## src/rtl/pct_pkg.sv

```systemverilog
package pct_pkg;
  typedef enum logic [1:0] {
    SRC_TACHO  = 2'd0,
    SRC_MANUAL = 2'd1,
    SRC_TICK   = 2'd2
  } cap_src_e;

  function automatic cap_src_e pick_src(input logic enc, input logic manual);
    if (!enc)       return SRC_TACHO;
    else if (manual) return SRC_MANUAL;
    else            return SRC_TICK;
  endfunction
endpackage

```

## src/rtl/pct_trigger.sv

```systemverilog
module pct_trigger
  import pct_pkg::*;
(
  input  logic clk,
  input  logic rst,
  input  logic sensor_enc,
  input  logic manual_cap,
  input  logic enc_clk_en,
  input  logic tacho_in,
  input  logic read_strobe,
  input  logic rtc_tick,
  output logic cap_evt,
  output logic count_en
);
  logic     tacho_prev;
  cap_src_e src;

  always_ff @(posedge clk) begin
    if (rst) tacho_prev <= 1'b0;
    else     tacho_prev <= tacho_in;
  end

  always_comb begin
    src = pick_src(sensor_enc, manual_cap);
    unique case (src)
      SRC_TACHO:  cap_evt = tacho_in & ~tacho_prev;
      SRC_MANUAL: cap_evt = read_strobe;
      SRC_TICK:   cap_evt = rtc_tick;
      default:    cap_evt = 1'b0;
    endcase
    count_en = sensor_enc ? enc_clk_en : 1'b1;
  end
endmodule

```

## src/rtl/pct_divider.sv

```systemverilog
module pct_divider #(
  parameter int RATIO_W = 4,
  parameter int DIV_W   = 15
) (
  input  logic               clk,
  input  logic               rst,
  input  logic               count_en,
  input  logic               clear,
  input  logic [RATIO_W-1:0] ratio,
  output logic               step
);
  logic [DIV_W-1:0] div_q;
  logic [DIV_W-1:0] mask;

  for (genvar i = 0; i < DIV_W; i++) begin : g_mask
    assign mask[i] = (int'(ratio) > i);
  end

  assign step = count_en && ((div_q & mask) == mask);

  always_ff @(posedge clk) begin
    if (rst || clear) div_q <= '0;
    else if (count_en) div_q <= div_q + 1'b1;
  end
endmodule

```

## src/rtl/pct_range_ctrl.sv

```systemverilog
module pct_range_ctrl #(
  parameter int          CNT_W      = 16,
  parameter int          RATIO_W    = 4,
  parameter logic [CNT_W-1:0] LOW_THRESH = 16'h5500
) (
  input  logic               clk,
  input  logic               rst,
  input  logic               cap_evt,
  input  logic               step,
  output logic [CNT_W-1:0]   cnt,
  output logic [RATIO_W-1:0] ratio,
  output logic [CNT_W-1:0]   cap_value,
  output logic               set_inc,
  output logic               set_dec,
  output logic               div_clr
);
  localparam logic [CNT_W-1:0]   ALL1 = {CNT_W{1'b1}};
  localparam logic [CNT_W-1:0]   HALF = ALL1 >> 1;
  localparam logic [RATIO_W-1:0] RMAX = {RATIO_W{1'b1}};

  logic [CNT_W-1:0]   cnt_n, cap_n;
  logic [RATIO_W-1:0] ratio_n;

  always_comb begin
    cnt_n   = cnt;
    ratio_n = ratio;
    cap_n   = cap_value;
    set_inc = 1'b0;
    set_dec = 1'b0;
    if (cap_evt) begin
      cap_n = cnt;
      cnt_n = '0;
      if (cnt < LOW_THRESH && ratio != '0) begin
        ratio_n = ratio - 1'b1;
        set_dec = 1'b1;
      end
    end else if (cnt == ALL1) begin
      if (ratio != RMAX) begin
        ratio_n = ratio + 1'b1;
        cnt_n   = HALF;
        set_inc = 1'b1;
      end
    end else if (step) begin
      cnt_n = cnt + 1'b1;
    end
    div_clr = cap_evt || (ratio_n != ratio);
  end

  always_ff @(posedge clk) begin
    if (rst) begin
      cnt       <= '0;
      ratio     <= '0;
      cap_value <= '0;
    end else begin
      cnt       <= cnt_n;
      ratio     <= ratio_n;
      cap_value <= cap_n;
    end
  end
endmodule

```

## src/rtl/pct_status.sv

```systemverilog
module pct_status (
  input  logic clk,
  input  logic rst,
  input  logic set_inc,
  input  logic set_dec,
  input  logic clr_inc,
  input  logic clr_dec,
  input  logic irq_en,
  output logic flag_inc,
  output logic flag_dec,
  output logic irq
);
  logic inc_n, dec_n;

  always_comb begin
    inc_n = set_inc | (flag_inc & ~clr_inc);
    dec_n = set_dec | (flag_dec & ~clr_dec);
  end

  always_ff @(posedge clk) begin
    if (rst) begin
      flag_inc <= 1'b0;
      flag_dec <= 1'b0;
      irq      <= 1'b0;
    end else begin
      flag_inc <= inc_n;
      flag_dec <= dec_n;
      irq      <= irq_en & (inc_n | dec_n);
    end
  end
endmodule

```

## src/rtl/period_capture_timer.sv

```systemverilog
module period_capture_timer #(
  parameter int               CNT_W      = 16,
  parameter int               RATIO_W    = 4,
  parameter logic [CNT_W-1:0] LOW_THRESH = 16'h5500
) (
  input  logic               clk,
  input  logic               rst,
  input  logic               sensor_enc,
  input  logic               manual_cap,
  input  logic               enc_clk_en,
  input  logic               tacho_in,
  input  logic               read_strobe,
  input  logic               rtc_tick,
  input  logic               irq_en,
  input  logic               clr_inc,
  input  logic               clr_dec,
  output logic [CNT_W-1:0]   cap_value,
  output logic [RATIO_W-1:0] ratio,
  output logic               flag_inc,
  output logic               flag_dec,
  output logic               irq
);
  localparam int DIV_W = (1 << RATIO_W) - 1;

  logic             cap_evt, count_en, step, div_clr, set_inc, set_dec;
  logic [CNT_W-1:0] cnt;

  pct_trigger u_trig (
    .clk, .rst, .sensor_enc, .manual_cap, .enc_clk_en,
    .tacho_in, .read_strobe, .rtc_tick,
    .cap_evt(cap_evt), .count_en(count_en)
  );

  pct_divider #(.RATIO_W(RATIO_W), .DIV_W(DIV_W)) u_div (
    .clk, .rst, .count_en(count_en), .clear(div_clr),
    .ratio(ratio), .step(step)
  );

  pct_range_ctrl #(.CNT_W(CNT_W), .RATIO_W(RATIO_W), .LOW_THRESH(LOW_THRESH)) u_rng (
    .clk, .rst, .cap_evt(cap_evt), .step(step),
    .cnt(cnt), .ratio(ratio), .cap_value(cap_value),
    .set_inc(set_inc), .set_dec(set_dec), .div_clr(div_clr)
  );

  pct_status u_stat (
    .clk, .rst, .set_inc(set_inc), .set_dec(set_dec),
    .clr_inc, .clr_dec, .irq_en,
    .flag_inc(flag_inc), .flag_dec(flag_dec), .irq(irq)
  );
endmodule

```

## config.mk

```make
export PLATFORM = sky130hd
export DESIGN_NAME = period_capture_timer
export DESIGN_NICKNAME = d
export VERILOG_FILES = /design/src/rtl/pct_pkg.sv /design/src/rtl/pct_trigger.sv /design/src/rtl/pct_divider.sv /design/src/rtl/pct_range_ctrl.sv /design/src/rtl/pct_status.sv /design/src/rtl/period_capture_timer.sv
export SDC_FILE = /design/constraint.sdc
export NUM_CORES = 1
export LEC_CHECK = 0
export ABC_CLOCK_PERIOD_IN_PS = 7400
export BUFFER_PORTS_ARGS = -buffer_cell sky130_fd_sc_hd__buf_4
export CAP_MARGIN = 40
export CORE_AREA = 8 8 99 101
export DETAILED_ROUTE_END_ITERATION = 8
export DIE_AREA = 0 0 107 109
export PLACE_DENSITY = 0.58
export SETUP_SLACK_MARGIN = 0.02
export SYNTH_ARGS = -nofsm -noshare
export SYNTH_HDL_FRONTEND = slang
export SYNTH_HIERARCHICAL = 1
export SYNTH_SLANG_ARGS = --single-unit
```

## constraint.sdc

```tcl
create_clock -name clk -period 7.4 [get_ports clk]
set_input_delay 2.22 -clock clk [delete_from_list [all_inputs] [get_ports clk]]
set_output_delay 2.22 -clock clk [all_outputs]
set_load 0.01 [all_outputs]
```

==> results by group, run 1 <==
Drt
  – Post-Route M1 WL: around 2900 um
  – Routed length per placed instance: 13.5 um
  – Max Used Layer: met4
  – Drt total wl: 6040 um
  – Wire length on met3: 178 um
  – Drt pass-1 iters: 4
  – Drt drc: 0
  – Via-per-instance ratio: ~5
  – Starting DRC count in detailed routing: 77
  – Metal2 WL: slightly below 3000 um
  – Post-DRT Antenna Nets: 0
  – Via count: ~2300

Clock tree
  – CTS Buf Count: 5
  – Maximum clock path buffer count: 2
  – Setup Buffers After CTS: 0
  – H-tree depth: 2
  – CTS clk-pin slew, worst paths: 0.10 ns
  – Clk_lat worst skew: ~0.30 ns
  – CTS tree: yes
  – CTS resizes: 0
  – Hold-fix buffers, CTS: 0
  – CTS sink cnt: between 50 and 60
  – Root Buffer: clkbuf_8

GRT
  – Number of global-route vias before repair: between 2000 and 2500
  – Largest net degree at the start of global routing: 28
  – Gr usage total: a little over a tenth
  – Antenna violations before repair: 0
  – First-pass GRT wire length: approximately 11000 um
  – Remaining global-route overflow: 0

Worst hold path
  – Worst hold endpoint: u_div/div_q[14]$_SDFFE_PP0P_
  – Hold crit path type: reg2reg
  – Worst Min Path Start: u_div/div_q[14]$_SDFFE_PP0P_
  – Worst Hold Depth: 2

Setup path
  – R2R Setup Slk: between 4 and 5 ns
  – Setup CP Type: in2reg
  – Worst EP arrival: 4.33 ns
  – Worst setup EP type: flop
  – Startpoint Class: primary input
  – Worst EP required: ~7.6 ns
  – Critical R2R Capture: u_rng/cnt[14]$_SDFFE_PP0P_
  – Worst-path maximum fanout: 10
  – Reg-to-Reg Start: u_div/div_q[5]$_SDFFE_PP0P_
  – Worst r2r path cells: 8

Floorplanning
  – Initial Util: 33.1%
  – Core area: roughly 8400 um^2
  – DIE WIDTH: 107 um
  – Top Ports: 34
  – Die area: roughly 12000 um^2
  – Die Y: 109 um
  – Row cnt: 34

Placement
  – Post-DP HPWL: 4390 um
  – GP Congestion: roughly 0.82
  – DP Worst Slack: between 2 and 3 ns
  – PortBufs: 33

Synthesis
  – Synth unique cells: 52
  – Ys async rst share: 0%
  – Main synth FF type: dfxtp_1
  – Synth cell count leaders: dfxtp_1, nor2_1, mux2i_1, a21oi_1, o21ai_0
  – Mean Syn Cell Area: between 8 and 9 um^2
  – Yosys warns: 6
  – Seq/Total Area, Yosys: slightly below 40%
  – Yosys top cell area share: around two fifths
  – Syn_nets: 330
  – Number of synthesized register bits: 55
  – Synth area leaders: dfxtp_1, mux2i_1, nor2_1
  – Area leader, netlist: dfxtp_1
  – Mapped Area: approximately 2800 um^2
  – Cells after Synth: 315
  – Post-synth EDFFs: 0
  – Most frequent cell after synthesis: dfxtp_1

Cells and area
  – Post-layout nets: approximately 360
  – ANT cells: 0
  – Register area: ~1100 um^2
  – Fill cells: approximately 840
  – Area delta synth->final: 16.4%
  – Layout cells sized above 1: between 10% and 20%
  – Area of the multi-input gates: 1570 um^2

Outcome
  – Outcome: complete, no violations

Timing
  – Setup tns final: 0 ns
  – Skew final: between 0.01 and 0.015 ns
  – Min setup slack post-route: around 3.3 ns
  – Final period utilization: 55.5%
  – Fmax: ~240 MHz
  – Worst-Margin Slew: a little under 0.6 ns
  – Final setup fails: 0
  – Final Max Slew Viols: 0
  – Tmin final: just over 4 ns
  – Hold Vio Cnt, Final: 0
  – Max_slew headroom: 60.5%
  – RSZ-0062 raised after global routing: false

Power and ir drop
  – P_leak: roughly 1.2 nW
  – Maximum vdd drop: just over 0.08 mV
  – Power Density: 192 nW/um^2

Job
  – Maximum Capacitance Violations: 0
## kinds of logic after synthesis
logic type,share of synthesized area [%]
compound gates,12.2
fa+ha+maj,1.80
simple gates,27.6
buf+inv,4.33
xor+xnor,6.00
flops,39.7
mux,8.39
## report_power, final
part	switching, mW	internal, mW	leakage, nW	total, mW
Clock	0.0968	0.101	0.0561	0.198
Sequential	0.0178	0.303	0.444	0.321
Combinational	0.0531	0.0462	0.697	0.0993
Total	0.168	0.451	1.20	0.618
## cell usage in the layout, fill, tap and decap left out, drive strengths merged, types with 3 or more instances in the layout
master | netlist | routed
a211oi | 3 | 3
a21oi | 16 | 16
a311oi | 3 | 3
a31oi | 4 | 4
and2 | 5 | 5
and3 | 8 | 8
and4 | 4 | 4
buf | 8 | 34
clkbuf | 8 | 5
dfxtp | 55 | 55
ha | 4 | 4
inv | 11 | 12
mux2i | 21 | 21
nand2 | 12 | 12
nand2b | 9 | 9
nand3 | 12 | 12
nand4 | 13 | 13
nor2 | 42 | 42
nor3 | 8 | 8
nor4 | 5 | 5
o21ai | 15 | 15
or2 | 3 | 3
or3 | 3 | 3
or4 | 4 | 4
xnor2 | 9 | 9
xor2 | 10 | 10
## worst max path at each step
stage               startpoint                          to  slack, ns  cells past startpoint
floorplan           enc_clk_en  u_rng/cnt[14]$_SDFFE_PP0P_       3.35                     10
global placement    sensor_enc  u_rng/cnt[14]$_SDFFE_PP0P_       3.06                      9
detailed placement  sensor_enc  u_rng/cnt[14]$_SDFFE_PP0P_       2.98                      9
CTS                 sensor_enc  u_rng/cnt[14]$_SDFFE_PP0P_       3.31                      9
global route        sensor_enc  u_rng/cnt[14]$_SDFFE_PP0P_       2.96                      9
finish              sensor_enc  u_rng/cnt[14]$_SDFFE_PP0P_       3.29                      9
## worst max-delay path, stage by stage
cell	delay [ns]
buf_4	0.13
nand2b_1	0.22
inv_1	0.07
a221oi_1	0.22
o2111a_1	0.46
a31oi_1	0.11
nor3_1	0.49
a31oi_1	0.15
a311oi_1	0.25
## flip-flops by register name (all words and copies together), names as in the netlist
register / count
u_stat/flag_dec: 1
u_stat/irq: 1
u_rng/cnt: 16
u_stat/flag_inc: 1
u_div/div_q: 15
u_trig/tacho_prev: 1
u_rng/ratio: 4
u_rng/cap_value: 16
## routing by layer
metal / track usage (%) / vias to the layer above
met5: 0 / -
met1: 13.4 / 1085
li1: - / 1180
met3: 2.42 / 5
met2: 18.6 / 29
met4: 2.71 / 0
## final cells by class
cell class	instances	share of cell area, %
flip-flops and latches	55	34.1
multi-input cells	233	48.5
clock inverters	2	1.28
inverters	11	1.28
repair buffers	34	8.53
well taps	108	4.19
clock buffers	5	2.13
## through the flow
| step | total power, mW | hold WS, ns | cells | instance area (um^2) | util (%) |
|---|---|---|---|---|---|
| 2_1_floorplan | 0.393 | 0.453 | 315 | 2770 | - |
| 3_3_place_gp | 0.422 | 0.475 | 440 | 3090 | 36.9 |
| 3_5_place_dp | 0.428 | 0.485 | 441 | 3120 | 37.2 |
| 4_1_cts | 0.628 | 0.499 | 448 | 3230 | 38.5 |
| 5_1_grt | 0.651 | 0.539 | 448 | 3230 | 38.5 |
| 6_report | 0.618 | 0.503 | 448 | 3230 | 38.5 |
(Power assumes the default switching activity.)
==> run 2: changes to the inputs <==
--- a/config.mk
+++ b/config.mk
@@ -5,12 +5,13 @@
 export SDC_FILE = /design/constraint.sdc
 export NUM_CORES = 1
 export LEC_CHECK = 0
-export ABC_CLOCK_PERIOD_IN_PS = 7400
+export ABC_AREA = 1
+export ABC_CLOCK_PERIOD_IN_PS = 4200
 export BUFFER_PORTS_ARGS = -buffer_cell sky130_fd_sc_hd__buf_4
 export CAP_MARGIN = 40
-export CORE_AREA = 8 8 99 101
+export CORE_AREA = 8 8 104 106
 export DETAILED_ROUTE_END_ITERATION = 8
-export DIE_AREA = 0 0 107 109
+export DIE_AREA = 0 0 112 114
 export PLACE_DENSITY = 0.58
 export SETUP_SLACK_MARGIN = 0.02
 export SYNTH_ARGS = -nofsm -noshare
==> constraint.sdc (replaced) <==
create_clock -name clk -period 4.2 [get_ports clk]
set_input_delay 1.26 -clock clk [delete_from_list [all_inputs] [get_ports clk]]
set_output_delay 1.26 -clock clk [all_outputs]
set_load 0.01 [all_outputs]
==> run 2 against run 1 <==
Clock skew down 0.0016 ns. Area after synthesis up 12%. Die area up 9.5%. Critical path type is now reg2reg.
==> results by group, run 2 <==
Clock tree
  – CTS resizes: 0 (unchanged)
  – Setup Buffers After CTS: 0 (unchanged)
  – CTS tree: yes (unchanged)
  – Hold-fix buffers, CTS: 0 (unchanged)
  – CTS clk-pin slew, worst paths: 0.11 ns (was 0.10 ns)
  – Root Buffer: clkbuf_8 (unchanged)
  – CTS Buf Count: 5 (unchanged)
  – CTS sink cnt: 55 (unchanged)
  – Clk_lat worst skew: 0.31 ns (was 0.30 ns)
  – Maximum clock path buffer count: 2 (unchanged)
  – H-tree depth: 2 (unchanged)

Setup path
  – Setup CP Type: reg2reg (was in2reg)
  – Startpoint Class: flop (was primary input)
  – Worst-path maximum fanout: 13 (was 10)
  – Worst EP arrival: 3.05 ns (was 4.33 ns)
  – Worst EP required: 4.47 ns (was 7.62 ns)
  – Worst setup EP type: flop (unchanged)

Drt
  – Via-per-instance ratio: 4.95 (was 5.13)
  – Starting DRC count in detailed routing: 160 (was 77)
  – Drt total wl: 7920 um (was 6040 um)
  – Drt pass-1 iters: 4 (unchanged)
  – Drt drc: 0 (unchanged)
  – Post-DRT Antenna Nets: 0 (unchanged)
  – Routed length per placed instance: 13.1 um (was 13.5 um)
  – Via count: 2992 (was 2299)

Timing
  – RSZ-0062 raised after global routing: false (unchanged)
  – Max_slew headroom: 48.1% (was 60.5%)
  – Worst-Margin Slew: 0.776 ns (was 0.590 ns)
  – Tmin final: between 2 and 3 ns
  – Min setup slack post-route: 1.41 ns (was 3.29 ns)
  – Final setup fails: 0 (unchanged)
  – Final period utilization: about two thirds
  – Fmax: around 360 MHz
  – Final Max Slew Viols: 0 (unchanged)
  – Skew final: 0.00963 ns (was 0.0113 ns)
  – Hold Vio Cnt, Final: 0 (unchanged)
  – Setup tns final: 0 ns (unchanged)

Placement
  – PortBufs: 33 (unchanged)
  – Post-DP HPWL: 5880 um (was 4390 um)
  – Dpl cells: 597 (was 441)
  – DP Worst Slack: 1.18 ns (was 2.98 ns)
  – GP Congestion: 0.903 (was 0.816)

GRT
  – Gr usage total: 12.6% (was 10.8%)
  – First-pass GRT wire length: 13700 um (was 10600 um)
  – Remaining global-route overflow: 0 (unchanged)
  – Largest net degree at the start of global routing: 39 (was 28)
  – Number of global-route vias before repair: 2969 (was 2300)
  – Antenna violations before repair: 0 (unchanged)

Synthesis
  – Synth unique cells: 35 (was 52)
  – Mapped Area: 3100 um^2 (was 2770 um^2)
  – Synth area leaders: dfxtp_1, nand2_1, nand3_1 (was dfxtp_1, mux2i_1, nor2_1)
  – Post-synth EDFFs: 0 (unchanged)
  – Area leader, netlist: dfxtp_1 (unchanged)
  – Seq/Total Area, Yosys: 35.6% (was 39.7%)
  – Yosys warns: 6 (unchanged)
  – Cells after Synth: 463 (was 315)
  – Number of synthesized register bits: 55 (unchanged)
  – Mean Syn Cell Area: 6.69 um^2 (was 8.81 um^2)
  – Ys async rst share: 0% (unchanged)
  – Synth cell count leaders: nand2_1, nor2_1, inv_1, dfxtp_1, nand3_1 (was dfxtp_1, nor2_1, mux2i_1, a21oi_1, o21ai_0)
  – Main synth FF type: dfxtp_1 (unchanged)
  – Yosys top cell area share: 35.6% (was 39.7%)
  – Syn_nets: 478 (was 330)
  – Most frequent cell after synthesis: nand2_1 (was dfxtp_1)

Cells and area
  – Commonest non-fill, non-tap cell in the layout: nand2_1 (was dfxtp_1)
  – Most frequent cells in the layout: nand2_1, nor2_1, inv_1 (was dfxtp_1, nor2_1, buf_4)
  – Fill cells: 975 (was 838)
  – Non-filler cells, final: 605 (was 448)
  – Area delta synth->final: 14.6% (was 16.4%)
  – Post-layout nets: 508 (was 355)
  – Layout cells sized above 1: 14.6% (was 16.2%)
  – Largest registers: u_rng/cap_value x16, u_rng/cnt x16, u_div/div_q x15 (unchanged)
  – ANT cells: 0 (unchanged)

Floorplanning
  – Die area: 12800 um^2 (was 11700 um^2)
  – Initial Util: 34.0% (was 33.1%)
  – DIE WIDTH: 112 um (was 107 um)
  – Row cnt: 35 (was 34)
  – Die Y: 114 um (was 109 um)
  – Top Ports: 34 (unchanged)
  – Core area: 9110 um^2 (was 8380 um^2)

Power and ir drop
  – P_leak: 1.50 nW (was 1.20 nW)
  – Power Density: 287 nW/um^2 (was 192 nW/um^2)
  – Maximum vdd drop: 0.125 mV (was 0.0805 mV)

Outcome
  – Outcome: complete, no violations (unchanged)

Worst hold path
  – Hold crit path type: reg2reg (unchanged)

Job
  – Maximum Capacitance Violations: 0 (unchanged)
-- run 2: cell types whose count changed in the layout (fill, tap and decap cells not counted), sizes merged, moves of 15 or more --
| cell | change |
|---|---|
| a21oi | +15 |
| inv | +53 |
| mux2i | -21 |
| nand2 | +97 |
| nand3 | +47 |
| nor2 | +29 |
-- run 2: routing by layer --
metal / vias to the layer above / track usage, % / part of all wire (%)
met5: - / 0 / 0
met4: 0 / 2.97 / 0.39
met3: 4 / 2.17 / 3.7
met2: 54 / 23.3 / 50
met1: 1373 / 14.8 / 46
li1: 1561 / - / -
-- run 2: cell type report --
| class | instances | area, um^2 | share of cell area [%] |
|---|---|---|---|
| timing repair buffer | 34 | 255 | 7.20 |
| inverter | 64 | 240 | 6.77 |
| clock buffer | 5 | 68.8 | 1.94 |
| sequential | 55 | 1100 | 31.0 |
| multi-input combinational | 333 | 1700 | 47.8 |
| clock inverter | 3 | 46.3 | 1.31 |
| tap | 111 | 139 | 3.92 |
-- run 2: path summary, 6_finish.rpt --
check | to | cells past startpoint | slack (ns) | from
max | u_div/div_q[6]$_SDFFE_PP0P_ | 9 | 1.41 | u_rng/ratio[1]$_SDFF_PP0_
min | u_rng/cap_value[10]$_SDFFE_PP0P_ | 2 | 0.48 | u_rng/cap_value[10]$_SDFFE_PP0P_
max reg2reg | u_div/div_q[6]$_SDFFE_PP0P_ | 9 | 1.41 | u_rng/ratio[1]$_SDFF_PP0_
min reg2reg | u_rng/cap_value[10]$_SDFFE_PP0P_ | 2 | 0.48 | u_rng/cap_value[10]$_SDFFE_PP0P_
-- run 2: stage by stage --
stage,util (%),instance area [um^2],hold slack (ns),power [mW]
floorplan,-,3100,0.461,0.620
global placement,37.7,3430,0.473,0.660
detailed placement,37.7,3430,0.471,0.662
CTS,38.9,3550,0.488,1.03
global route,38.9,3550,0.510,1.06
finish,38.9,3550,0.483,1.02
-- run 2: power by group --
group          switching (mW)  internal [mW]  leakage (nW)
Sequential             0.0106          0.538         0.447
Combinational          0.0597         0.0402         0.994
Clock                   0.191          0.180        0.0548
Total                   0.261          0.758          1.50
-- run 2: cells by family (layout without fill, tap and decap cells) --
group,Yosys count,after routing,share of synthesized area [%]
DFF,55,55,35.6
adders and majority gates,4,4,1.62
buffers and inverters,75,106,9.62
and+or+nand+nor,258,258,39.1
AOI/OAI and AO/OA,66,66,12.7
xor gates and xnor gates,5,5,1.41
-- run 2: critical path, cell delays in order (launching register included) --
cell and delay [ns]:
dfxtp_1 0.60, ha_1 0.27, nand3_1 0.23, nand2_2 0.41, nand2_1 0.09, nor2_1 0.62
inv_1 0.23, a21oi_1 0.16, o21ai_0 0.09, inv_1 0.05
